<file path="src/rtl/irq_thr_pkg.sv">
package irq_thr_pkg;
    localparam int NSRC     = 6;
    localparam int REG_W    = 32;
    localparam int MAX_LOG2 = 6;
    localparam int SEL_W    = 3;
    // sources that wait for a threshold tick: transfer, error, async advance
    localparam logic [NSRC-1:0] GATED_MASK = 6'b100011;

    typedef enum logic {
        REG_ENABLE = 1'b0,
        REG_STATUS = 1'b1
    } reg_sel_e;
endpackage

</file>
<file path="src/rtl/irq_thr_timer.sv">
module irq_thr_timer
    import irq_thr_pkg::*;
#(
    parameter int MAXL = MAX_LOG2,
    parameter int SW   = SEL_W
) (
    input  logic          clk,
    input  logic          rst_n,
    input  logic          uframe_tick_i,
    input  logic [SW-1:0] sel_i,
    output logic          thr_tick_o
);
    localparam int CNT_W = (MAXL < 1) ? 1 : MAXL;

    typedef struct packed {
        logic [CNT_W-1:0] cnt;
    } tmr_st_t;

    tmr_st_t          st_d, st_q;
    logic [SW-1:0]    eff_sel;
    logic [CNT_W-1:0] last_cnt;
    logic             fire;

    always_comb begin
        if (int'(sel_i) > MAXL) eff_sel = SW'(MAXL);
        else                    eff_sel = sel_i;
        last_cnt = CNT_W'((32'd1 << eff_sel) - 32'd1);
        fire     = uframe_tick_i && (st_q.cnt >= last_cnt);
        st_d     = st_q;
        if (fire)               st_d.cnt = '0;
        else if (uframe_tick_i) st_d.cnt = st_q.cnt + 1'b1;
    end

    always_ff @(posedge clk) begin
        if (!rst_n) st_q <= '0;
        else        st_q <= st_d;
    end

    assign thr_tick_o = fire;
endmodule

</file>
<file path="src/rtl/irq_thr_status.sv">
module irq_thr_status
    import irq_thr_pkg::*;
#(
    parameter int            N    = NSRC,
    parameter logic [N-1:0]  GMSK = GATED_MASK
) (
    input  logic         clk,
    input  logic         rst_n,
    input  logic [N-1:0] evt_i,
    input  logic [N-1:0] clr_i,
    input  logic         thr_tick_i,
    output logic [N-1:0] sts_o,
    output logic [N-1:0] vis_o,
    output logic [N-1:0] eff_o
);
    typedef struct packed {
        logic [N-1:0] sts;
        logic [N-1:0] vis;
    } sts_st_t;

    sts_st_t st_d, st_q;

    always_comb begin
        st_d.sts = (st_q.sts & ~clr_i) | evt_i;
        // gated bits copy the settled status on a tick, and drop with it
        st_d.vis = (thr_tick_i ? st_q.sts : st_q.vis) & st_d.sts & GMSK;
    end

    always_ff @(posedge clk) begin
        if (!rst_n) st_q <= '0;
        else        st_q <= st_d;
    end

    for (genvar g = 0; g < N; g++) begin : g_src
        if (GMSK[g]) begin : g_gated
            assign eff_o[g] = st_q.vis[g];
        end else begin : g_direct
            assign eff_o[g] = st_q.sts[g];
        end
    end

    assign sts_o = st_q.sts;
    assign vis_o = st_q.vis;
endmodule

</file>
<file path="src/rtl/irq_thresh_unit.sv">
module irq_thresh_unit
    import irq_thr_pkg::*;
#(
    parameter int               RW   = REG_W,
    parameter int               N    = NSRC,
    parameter int               MAXL = MAX_LOG2,
    parameter int               SW   = SEL_W,
    parameter logic [N-1:0]     GMSK = GATED_MASK
) (
    input  logic          clk,
    input  logic          rst_n,
    input  logic [N-1:0]  evt_i,
    input  logic          uframe_tick_i,
    input  logic [SW-1:0] thr_sel_i,
    input  logic          bus_wr_i,
    input  logic          bus_addr_i,
    input  logic [RW-1:0] bus_wdata_i,
    output logic [RW-1:0] bus_rdata_o,
    output logic          irq_o
);
    localparam int PAD_W = RW - N;

    typedef struct packed {
        logic [N-1:0] en;
        logic         irq;
    } top_st_t;

    top_st_t      st_d, st_q;
    logic [N-1:0] en_q, sts_q, vis_q, eff, clr;
    logic         thr_tick;
    logic         sel_status;
    logic         unused_wdata_hi;

    assign sel_status      = (reg_sel_e'(bus_addr_i) == REG_STATUS);
    assign unused_wdata_hi = ^bus_wdata_i[RW-1:N];
    assign clr             = (bus_wr_i && sel_status) ? bus_wdata_i[N-1:0] : '0;

    irq_thr_timer #(.MAXL(MAXL), .SW(SW)) u_timer (
        .clk           (clk),
        .rst_n         (rst_n),
        .uframe_tick_i (uframe_tick_i),
        .sel_i         (thr_sel_i),
        .thr_tick_o    (thr_tick)
    );

    irq_thr_status #(.N(N), .GMSK(GMSK)) u_status (
        .clk        (clk),
        .rst_n      (rst_n),
        .evt_i      (evt_i),
        .clr_i      (clr),
        .thr_tick_i (thr_tick),
        .sts_o      (sts_q),
        .vis_o      (vis_q),
        .eff_o      (eff)
    );

    always_comb begin
        st_d     = st_q;
        if (bus_wr_i && !sel_status) st_d.en = bus_wdata_i[N-1:0];
        st_d.irq = |(st_q.en & eff);
    end

    always_ff @(posedge clk) begin
        if (!rst_n) st_q <= '0;
        else        st_q <= st_d;
    end

    assign en_q        = st_q.en;
    assign irq_o       = st_q.irq;
    assign bus_rdata_o = {{PAD_W{1'b0}}, (sel_status ? sts_q : en_q)};
endmodule

</file>
<file path="config.mk">
export PLATFORM = sky130hd
export DESIGN_NAME = irq_thresh_unit
export DESIGN_NICKNAME = d
export VERILOG_FILES = /design/src/rtl/irq_thr_pkg.sv /design/src/rtl/irq_thr_timer.sv /design/src/rtl/irq_thr_status.sv /design/src/rtl/irq_thresh_unit.sv
export SDC_FILE = /design/constraint.sdc
export NUM_CORES = 1
export LEC_CHECK = 0
export BUFFER_PORTS_ARGS = -buffer_cell sky130_fd_sc_hd__buf_2
export CAP_MARGIN = 10
export CORE_MARGIN = 5
export CORE_UTILIZATION = 43
export CTS_CLUSTER_SIZE = 8
export DETAILED_ROUTE_END_ITERATION = 12
export PLACE_DENSITY = 0.82
export SYNTH_ARGS = -nofsm -noshare
export SYNTH_HDL_FRONTEND = slang
export SYNTH_SLANG_ARGS = --single-unit
</file>
<file path="constraint.sdc">
create_clock -name clk -period 1.7 [get_ports clk]
set_input_delay 0.085 -clock clk [delete_from_list [all_inputs] [get_ports clk]]
set_output_delay 0.085 -clock clk [all_outputs]
set_load 0.005 [all_outputs]
</file>
======== Word level (Yosys, flattened, before mapping) ========
Index checks and enable logic that the tools add are counted.
cells by class
  $add $sub $neg .......................... 2
  $lt $le $gt $ge ......................... 2
  shift operators ......................... 1
  mux-type cells .......................... 4
  bitwise operators ....................... 6
  reduce and logical (&&, ||, !) cells .... 6
operators with widths
  operator                                                            count
  6-bit bitwise AND                                                   3
  6-bit two-way mux                                                   3
  6-bit by 1-bit adder with 6-bit output, second input constant       1
  6-bit >= comparator                                                 1
  6-bit inverter                                                      1
  6-bit bitwise OR                                                    1
  6-bit OR reduction                                                  1
  1-bit by 3-bit left shift with 6-bit output, first input constant   1
  6-bit by 1-bit subtractor with 6-bit output, second input constant  1
  3-bit > comparator, second input constant                           1
  1-bit logical AND                                                   3
  3-bit two-way mux                                                   1
  2-bit OR reduction                                                  1
  1-bit logical NOT                                                   1
  1-bit inverter                                                      1
word-level totals
  register bits after elaboration ......... 25
  bits of input ports ..................... 46
  output and inout bits ................... 33
  word-level logic and storage cells ...... 27

======== Logic depth before layout (Yosys ltp) ========
Gate-level depths: netlist of run 1.
  depth in word-level cells ............... 8
  depth in mapped cells ................... 6
  gate-level depth less buffers ........... 6

======== Hierarchy ========
A second synthesis of run 1 with hierarchy kept.
second synthesis, totals
  cell total of the unflattened synthesis .. 158
  area, all modules ....................... 1,475.2 µm²
modules (own cells, without submodules)
  module           instances  cells an instance  area an instance (µm²)  sequential area each (µm²)
  irq_thresh_unit  1          66                 591.8                   140.1
  irq_thr_timer    1          47                 444.2                   120.1
  irq_thr_status   1          45                 439.2                   180.2

======== Worst setup path before layout of run 1 ========
OpenSTA, ideal clock, no wires.
  kind .................................... in2reg
  start ................................... input port thr_sel_i[1]
  end ..................................... register u_status.st_q, in the netlist u_status.vis_o[0]
  setup time .............................. 0.072 ns
  arrival ................................. 1.406 ns
  required time ........................... 1.628 ns
  path slack .............................. 0.222 ns
  stages .................................. 6
  buffers on the path ..................... 0
  cell sequence ........................... or3_1 -> ha_1 -> nand2b_1 -> a21oi_1 -> o21a_4 -> mux2i_1
on the way
  longest elaborated chain between the ends .. 8
ends and longest elaborated chain
  what                                             RTL line               text
  from (decl)                                      irq_thresh_unit.sv:14  input logic [SW-1:0] thr_sel_i,
  3-bit > comparator                               irq_thr_timer.sv:25    if (int'(sel_i) > MAXL) eff_sel = SW'(MAXL);
  3-bit two-way mux (*)                            irq_thr_timer.sv:25
  1-bit by 3-bit left shift with 6-bit output (*)  irq_thr_timer.sv:27    last_cnt = CNT_W'((32'd1 << eff_sel) - 32'd1);
  6-bit by 1-bit subtractor with 6-bit output (*)  irq_thr_timer.sv:27
  6-bit >= comparator (*)                          irq_thr_timer.sv:28    fire = uframe_tick_i && (st_q.cnt >= last_cnt);
  1-bit logical AND (*)                            irq_thr_timer.sv:28
  6-bit two-way mux (*)                            irq_thr_status.sv:26   st_d.vis = (thr_tick_i ? st_q.sts : st_q.vis) & st_d.sts & GMSK;
  6-bit bitwise AND (*)                            irq_thr_status.sv:26
  to (signal assigned)                             irq_thr_status.sv:31   else st_q <= st_d;
  to (decl)                                        irq_thr_status.sv:21   sts_st_t st_d, st_q;
Mark *: on every way between the ends. The rest lies on a longest branch, timed or not.
A chain may end at the register's enable or synchronous reset.

======== Worst setup path after layout of run 1 ========
  start ................................... register u_timer.st_q[3] (netlist name)
  end ..................................... register u_status.st_q, in the netlist u_status.vis_o[5]
on the way
  longest elaborated chain between the ends .. 4
ends and longest elaborated chain
  what                    RTL line              text
  from (decl)             irq_thr_timer.sv:19   tmr_st_t st_d, st_q;
  from (signal assigned)  irq_thr_timer.sv:36   else st_q <= st_d;
  6-bit >= comparator     irq_thr_timer.sv:28
  1-bit logical AND       irq_thr_timer.sv:28
  6-bit two-way mux       irq_thr_status.sv:26
  6-bit bitwise AND       irq_thr_status.sv:26
Every way passes these cells.

==> results of run 1 <==
## critical path: stages (launching register included)
cell	delay, ns
sky130_fd_sc_hd__dfxtp_1	0.36
sky130_fd_sc_hd__ha_1	0.32
sky130_fd_sc_hd__a21oi_1	0.14
sky130_fd_sc_hd__a2bb2oi_1	0.28
sky130_fd_sc_hd__o21a_4	0.20
sky130_fd_sc_hd__mux2i_1	0.17
## power by group through the flow
| stage | sequential, mW | combinational [mW] | clock (mW) |
|---|---|---|---|
| 6_report | 0.557 | 0.184 | 0.383 |
| 5_1_grt | 0.561 | 0.210 | 0.418 |
| 4_1_cts | 0.557 | 0.182 | 0.393 |
| 3_5_place_dp | 0.568 | 0.177 | 0 |
| 3_3_place_gp | 0.567 | 0.169 | 0 |
| 2_1_floorplan | 0.565 | 0.160 | 0 |
## cells in the mapped netlist
master	count
sky130_fd_sc_hd__a21o_1	1
sky130_fd_sc_hd__a21oi_1	6
sky130_fd_sc_hd__a22oi_1	3
sky130_fd_sc_hd__a2bb2oi_1	1
sky130_fd_sc_hd__a31oi_1	1
sky130_fd_sc_hd__a31oi_2	3
sky130_fd_sc_hd__and2_4	1
sky130_fd_sc_hd__buf_2	1
sky130_fd_sc_hd__buf_4	26
sky130_fd_sc_hd__buf_6	3
sky130_fd_sc_hd__clkinv_1	1
sky130_fd_sc_hd__conb_1	1
sky130_fd_sc_hd__dfxtp_1	22
sky130_fd_sc_hd__ha_1	7
sky130_fd_sc_hd__inv_1	5
sky130_fd_sc_hd__mux2_2	6
sky130_fd_sc_hd__mux2i_1	10
sky130_fd_sc_hd__nand2_1	13
sky130_fd_sc_hd__nand2b_1	1
sky130_fd_sc_hd__nand3_2	1
sky130_fd_sc_hd__nand4_1	2
sky130_fd_sc_hd__nor2_1	17
sky130_fd_sc_hd__nor2b_1	1
sky130_fd_sc_hd__o211ai_2	1
sky130_fd_sc_hd__o21a_4	1
sky130_fd_sc_hd__o21ai_0	4
sky130_fd_sc_hd__or2_4	1
sky130_fd_sc_hd__or3_1	1
sky130_fd_sc_hd__xnor2_1	2
sky130_fd_sc_hd__xor2_1	3
## metrics by stage
| stage | std cells | total power, mW | hold WS, ns | util | TNS [ns] |
|---|---|---|---|---|---|
| floorplan | 171 | 0.7244 | 0.2024 | - | 0 |
| global placement | 204 | 0.7365 | 0.2916 | 0.4638 | 0 |
| detailed placement | 204 | 0.7454 | 0.2944 | 0.4638 | -0.04976 |
| CTS | 211 | 1.133 | 0.009182 | 0.4913 | 0 |
| global route | 212 | 1.189 | 0.01724 | 0.4946 | 0 |
| finish | 212 | 1.124 | 0.02032 | 0.4946 | 0 |
## cell usage in the layout (no fill, tap or decap), drive strengths merged, types with 2 or more instances in the layout
master,instances
xor2,3
o21ai,4
xnor2,2
dfxtp,22
mux2i,10
clkbuf,3
dlygate4sd3,4
nand2,13
mux2,6
a22oi,3
a21oi,6
nor2,17
nand4,2
ha,7
buf,30
conb,26
inv,5
a31oi,4
## worst paths after layout
kind,start,to,cells past startpoint
max,u_timer.st_q[3]$_SDFFE_PP0P_,u_status.vis_o[5]$_SDFF_PN0_,5
min,bus_wdata_i[0],u_status.sts_o[0]$_SDFF_PN0_,2
max reg2reg,u_timer.st_q[3]$_SDFFE_PP0P_,u_status.vis_o[5]$_SDFF_PN0_,5
min reg2reg,u_status.sts_o[1]$_SDFF_PN0_,u_status.vis_o[1]$_SDFF_PN0_,2
## logic make-up (layout without fill, tap and decap cells)
group	after synthesis	in the layout	share of synthesized area
XOR/XNOR	5	5	0.03290
buffers and inverters	36	44	0.1927
other	1	26	0.002817
AO/OA/AOI/OAI	21	21	0.1203
adder cells (fa/ha/maj)	7	7	0.06579
multiplexers	16	16	0.1259
flip-flops	22	22	0.3308
AND/OR/NAND/NOR	38	38	0.1288
## flip-flops by register name (all words and copies together), names as in the netlist
register / cells
en_q: 6
irq_o: 1
u_status.sts_o: 6
u_status.vis_o: 3
u_timer.st_q: 6
## per-layer routing
layer	vias to the layer above	track usage	routed length, um
met2	26	0.2028	1236
li1	505	-	-
met1	439	0.1259	993
met3	2	0.01880	119
met4	0	0.03368	16
met5	-	0	0
## repair_timing
action | 4_1_cts | 5_1_grt
hold endpoints to repair | 3 | 1
endpoints found under the setup margin | 0 | 0
hold buffers | 3 | 1
## layout make-up
type                    count  area (sq um)
clock buffers               3         22.52
clock inverters             1         30.03
fillers                   270          1518
inverters                   6         22.52
multi-input cells         113         728.2
flip-flops and latches     22         440.4
well taps                  33         41.29
repair buffers             34         200.2
==> flow_summary.yaml, run 1 <==
timing:
  finalCriticalPeriod_ns: 1.520
  clock-skew-final_ns: 0.01064
  hold_violation_total_from_the_final_report: 0
  fmaxAchievable_mhz: 657.9
  setup_viols_final: 0
  layout_worst_path_cycle_share: 0.8941
  rsz0062_at_grt: "false"
  timing.final.max_slew_violations: 0
  layout_setup_ws_ns: 0.1799
floorplanning:
  die-height_um: 65.64
  die-area_sq_um: 4309
  start_util: 0.4433
  io-pin-count: 79
  die_w_um: 65.64
  coreArea_sq_um: 3003
  placement_rows: 20
yosys:
  netlist_instances: 146
  ys_seq_elements: 22
  synth_top_cell_by_area: "sky130_fd_sc_hd__dfxtp_1"
  synthesis.area_sq_um: 1331
  yosys.cell_types.count: 30
  synth_area_leaders: "sky130_fd_sc_hd__dfxtp_1, sky130_fd_sc_hd__buf_4, sky130_fd_sc_hd__mux2i_1"
  synthesis.yosys.warnings: 0
  seq_area_frac_synth: 0.3308
  synthesis.area_per_instance_sq_um: 9.118
  synth_top_area_share: 0.3308
run:
  max_cap_viol_count: 0
clocking:
  post_cts_resized: 0
  insertion_delay_ns: 0.30
  cts-buffers-inserted: 3
  cts_root_buffer: "sky130_fd_sc_hd__clkbuf_4"
  clk_pin_slew_worst_paths_ns: 0.12
  cts-root-to-sink-buffers: 2
  cts.repair_timing.setup_buffer_count: 0
  cts_tree: "built"
  clk_sinks: 22
  htree_levels: 1
route:
  drc: 0
  dr.first_iter.drc_count: 19
  via_per_inst: 4.585
  wirelength_mm: 2.365
  routed_wire_length_per_instance_um: 11.16
  vias: 972
  first_pass_iters: 4
  antenna_violating_nets_post_route: 0
worst_setup_path:
  worst-r2r-setup-slack_ns: 0.18
  endpoint_kind: "flop"
  timing.critical_path.arrival_ns: 1.76
  crit_path_max_fanout: 4
  criticalPathCategory: "flop to flop"
  worst_setup_path_start_kind: "flop"
  critical_path_required_ns: 1.94
placement:
  routabilityCongestion: 0.8212
  pre_cts_ws_ns: -0.02185
  dp_hpwl_mm: 1.965
  dpl_cell_area_sq_um: 1393
  numPortBuffers: 26
global_routing:
  globalRouteTotalUtil: 0.1095
  overflow: 0
  grt_first_pass_wirelength_mm: 3.822
  grt_start_max_net_pins: 14
  grt_pass1_vias: 925
  antenna_violations_before_repair: 0
power:
  leak_pwr_nw: 0.7267
  total_switching_power_mw: 0.2582
  fraction_of_power_spent_switching_nets: 0.2297
  irDropWorstVdd_uv: 535.7
  power_frac_clock: 0.341
  power.sequential.fraction: 0.496
  pwr_density_cell_nw_per_um2: 756.8
  intPower_mw: 0.8658
  p_comb_frac: 0.163
layout:
  drive_gt1_frac: 0.2682
  fin_nets: 233
  finalInstanceArea_sq_um: 1485
  diodes: 0
  area_growth_pct: 11.56
outcome:
  run_status: "complete, no violations"
worst_hold_path:
  timing.hold.worst.class: "input port to flop"
No activity file was read; power rests on OpenSTA's default activity.
==> run 2, diff against run 1 <==
Settings changed: ABC_AREA set to 1.
==> run 2 against run 1 <==
Effect of this change: cell area rose by 1.0%; combinational power fell by 6%; sequential power barely moved; the run now ends with hold timing left; die area rose by 2.1%; register-to-register slack improved by 0.14 ns; worst hold slack got worse by 0.020 ns; clock power rose by 5%; sequential share of layout area fell by 0.30 points; wire length rose by 2.3%; flip-flop and latch count did not move; worst setup slack improved by 0.14 ns.
==> flow_summary.yaml, run 2 <==
outcome:
  run_status: "finished with violations"
  violations: "hold timing"
route:
  drc: 0
  antenna_violating_nets_post_route: 0
  via_per_inst: 4.233
  vias: 1092
  wirelength_mm: 2.419
  dr.first_iter.drc_count: 14
  first_pass_iters: 4
  routed_wire_length_per_instance_um: 9.376
yosys:
  synthTopCellsByCount: "sky130_fd_sc_hd__nand2_1, sky130_fd_sc_hd__buf_4, sky130_fd_sc_hd__dfxtp_1, sky130_fd_sc_hd__nor2_1"
  synthesis.area_per_instance_sq_um: 7.372
  synth_top_area_share: 0.3229
  yosys.cell_types.count: 22
  synth_most_common_cell: "sky130_fd_sc_hd__nand2_1"
  seq_area_frac_synth: 0.3229
  synthesis.area_sq_um: 1364
  synth_top_cell_by_area: "sky130_fd_sc_hd__dfxtp_1"
  synthesis.yosys.warnings: 0
  postSynth.asyncResetShare: 0
  netlist_instances: 185
  ys_seq_elements: 22
  most_instantiated_flip_flop_cell_in_the_synthesis_netlist: "sky130_fd_sc_hd__dfxtp_1"
  synth_edf_count: 0
  synth_area_leaders: "sky130_fd_sc_hd__dfxtp_1, sky130_fd_sc_hd__buf_4, sky130_fd_sc_hd__nand2_1"
floorplanning:
  placement_rows: 20
  die-area_sq_um: 4398
  io-pin-count: 79
  die-height_um: 66.32
  start_util: 0.4467
  coreArea_sq_um: 3053
  die_w_um: 66.32
clocking:
  insertion_delay_ns: 0.31
  cts-buffers-inserted: 3
  cts_tree: "built"
  cts_root_buffer: "sky130_fd_sc_hd__clkbuf_4"
  clk_sinks: 22
  post_cts_resized: 0
  cts_hold_buf: 3
  cts.repair_timing.setup_buffer_count: 0
  htree_levels: 1
  cts-root-to-sink-buffers: 2
  clk_pin_slew_worst_paths_ns: 0.13
placement:
  routabilityCongestion: 0.7546
  numPortBuffers: 26
  pre_cts_ws_ns: 0.3272
  dp_hpwl_mm: 1.958
  dpl_cell_area_sq_um: 1418
global_routing:
  overflow: 0
  grt_first_pass_wirelength_mm: 3.898
  grt_start_max_net_pins: 14
  antenna_violations_before_repair: 0
  globalRouteTotalUtil: 0.1130
  grt_pass1_vias: 941
layout:
  filler_cell_count: 317
  drive_gt1_frac: 0.2056
  fin_nets: 268
  area_growth_pct: 10.00
  most-common-layout-cells: "sky130_fd_sc_hd__nand2_1, sky130_fd_sc_hd__conb_1, sky130_fd_sc_hd__buf_2, sky130_fd_sc_hd__dfxtp_1, sky130_fd_sc_hd__nor2_1"
  most_common_cell_after_layout_fill_and_taps_aside: "sky130_fd_sc_hd__nand2_1"
  diodes: 0
  finalInstanceArea_sq_um: 1500
worst_setup_path:
  endpoint_kind: "flop"
  worst_setup_path_start_kind: "flop"
  crit_path_max_fanout: 7
  timing.critical_path.arrival_ns: 1.64
  critical_path_required_ns: 1.96
  criticalPathCategory: "flop to flop"
run:
  max_cap_viol_count: 0
timing:
  layout_worst_path_cycle_share: 0.8135
  rsz0062_at_grt: "false"
  layout_setup_ws_ns: 0.3171
  sum_of_negative_setup_slack_ns: 0
  hold_violation_total_from_the_final_report: 1
  worst_hold_slack_ns: -0.00002967
  timing.final.max_slew_violations: 0
  clock-skew-final_ns: 0.009241
  fmaxAchievable_mhz: 723.1
  setup_viols_final: 0
  finalCriticalPeriod_ns: 1.383
power:
  irDropWorstVdd_uv: 594.7
  total_power_mw: 1.133
  pwr_density_cell_nw_per_um2: 755.0
  leak_pwr_nw: 0.7441
worst_hold_path:
  timing.hold.worst.class: "input port to flop"
## run 2: changes by cell type in the layout (fill, tap and decap cells not counted), sizes merged, moves of 9 or more
cell | previous run | this run
o21ai | 4 | 13
a21oi | 6 | 17
inv | 5 | 20
mux2i | 10 | 1
nand2 | 13 | 41
## run 2: critical path: stages (launching register included)
cell and delay (ns):
sky130_fd_sc_hd__dfxtp_1 0.39, sky130_fd_sc_hd__inv_1 0.06, sky130_fd_sc_hd__ha_1 0.28, sky130_fd_sc_hd__inv_1 0.05
sky130_fd_sc_hd__nand2_1 0.04, sky130_fd_sc_hd__nand2_1 0.05, sky130_fd_sc_hd__nand2_1 0.04, sky130_fd_sc_hd__nand2_1 0.09
sky130_fd_sc_hd__nand2_4 0.10, sky130_fd_sc_hd__nand2_4 0.08, sky130_fd_sc_hd__nand2_4 0.06, sky130_fd_sc_hd__nor2_2 0.10
## run 2: through the flow
step                hold WS [ns]    util  std cells
floorplan                 0.2024       -        210
global placement          0.2897  0.4643        251
detailed placement        0.2952  0.4643        251
CTS                     0.001321  0.4914        258
global route            0.008834  0.4914        258
finish               -0.00002967  0.4914        258
## run 2: worst paths after layout
kind / start / endpoint / slack, ns / cells past startpoint
max: u_timer.st_q[0]$_SDFFE_PP0P_ / u_timer.st_q[5]$_SDFFE_PP0P_ / 0.32 / 11
min: evt_i[0] / u_status.sts_o[0]$_SDFF_PN0_ / -0.00003 / 3
max reg2reg: u_timer.st_q[0]$_SDFFE_PP0P_ / u_timer.st_q[5]$_SDFFE_PP0P_ / 0.32 / 11
min reg2reg: en_q[3]$_SDFFE_PN0P_ / en_q[3]$_SDFFE_PN0P_ / 0.47 / 2
## run 2: where the power goes
| group | leakage (nW) | internal (mW) | total [mW] | switching [mW] |
|---|---|---|---|---|
| Combinational | 0.535 | 0.0691 | 0.173 | 0.104 |
| Clock | 0.0279 | 0.238 | 0.401 | 0.162 |
| Sequential | 0.181 | 0.542 | 0.558 | 0.0168 |
| Total | 0.744 | 0.849 | 1.13 | 0.283 |
## run 2: layer usage
metal  up-vias  GRT usage  part of all wire
met3         4    0.02211             0.075
li1        589          -                 -
met2        34     0.1760              0.46
met5         -          0                 0
met1       465     0.1483              0.45
met4         0    0.05330             0.017
## run 2: layout make-up
class	count	area (sq um)	area share
Sequential cell	22	440.4	0.2936
Timing Repair Buffer	29	160.2	0.1068
Multi-Input combinational cell	139	711.9	0.4746
Clock inverter	1	30.03	0.02002
Clock buffer	3	22.52	0.01501
Inverter	20	80.08	0.05338
Tap cell	44	55.05	0.03670
## run 2: cells by family after synthesis
kind of cell / after synthesis / synth area share
buffers and inverters: 49 / 0.2239
flip-flops: 22 / 0.3229
multiplexers: 1 / 0.007340
other: 1 / 0.002750
adder cells (fa/ha/maj): 7 / 0.06422
XOR/XNOR: 3 / 0.01927
AND/OR/NAND/NOR: 71 / 0.2349
AO/OA/AOI/OAI: 31 / 0.1248
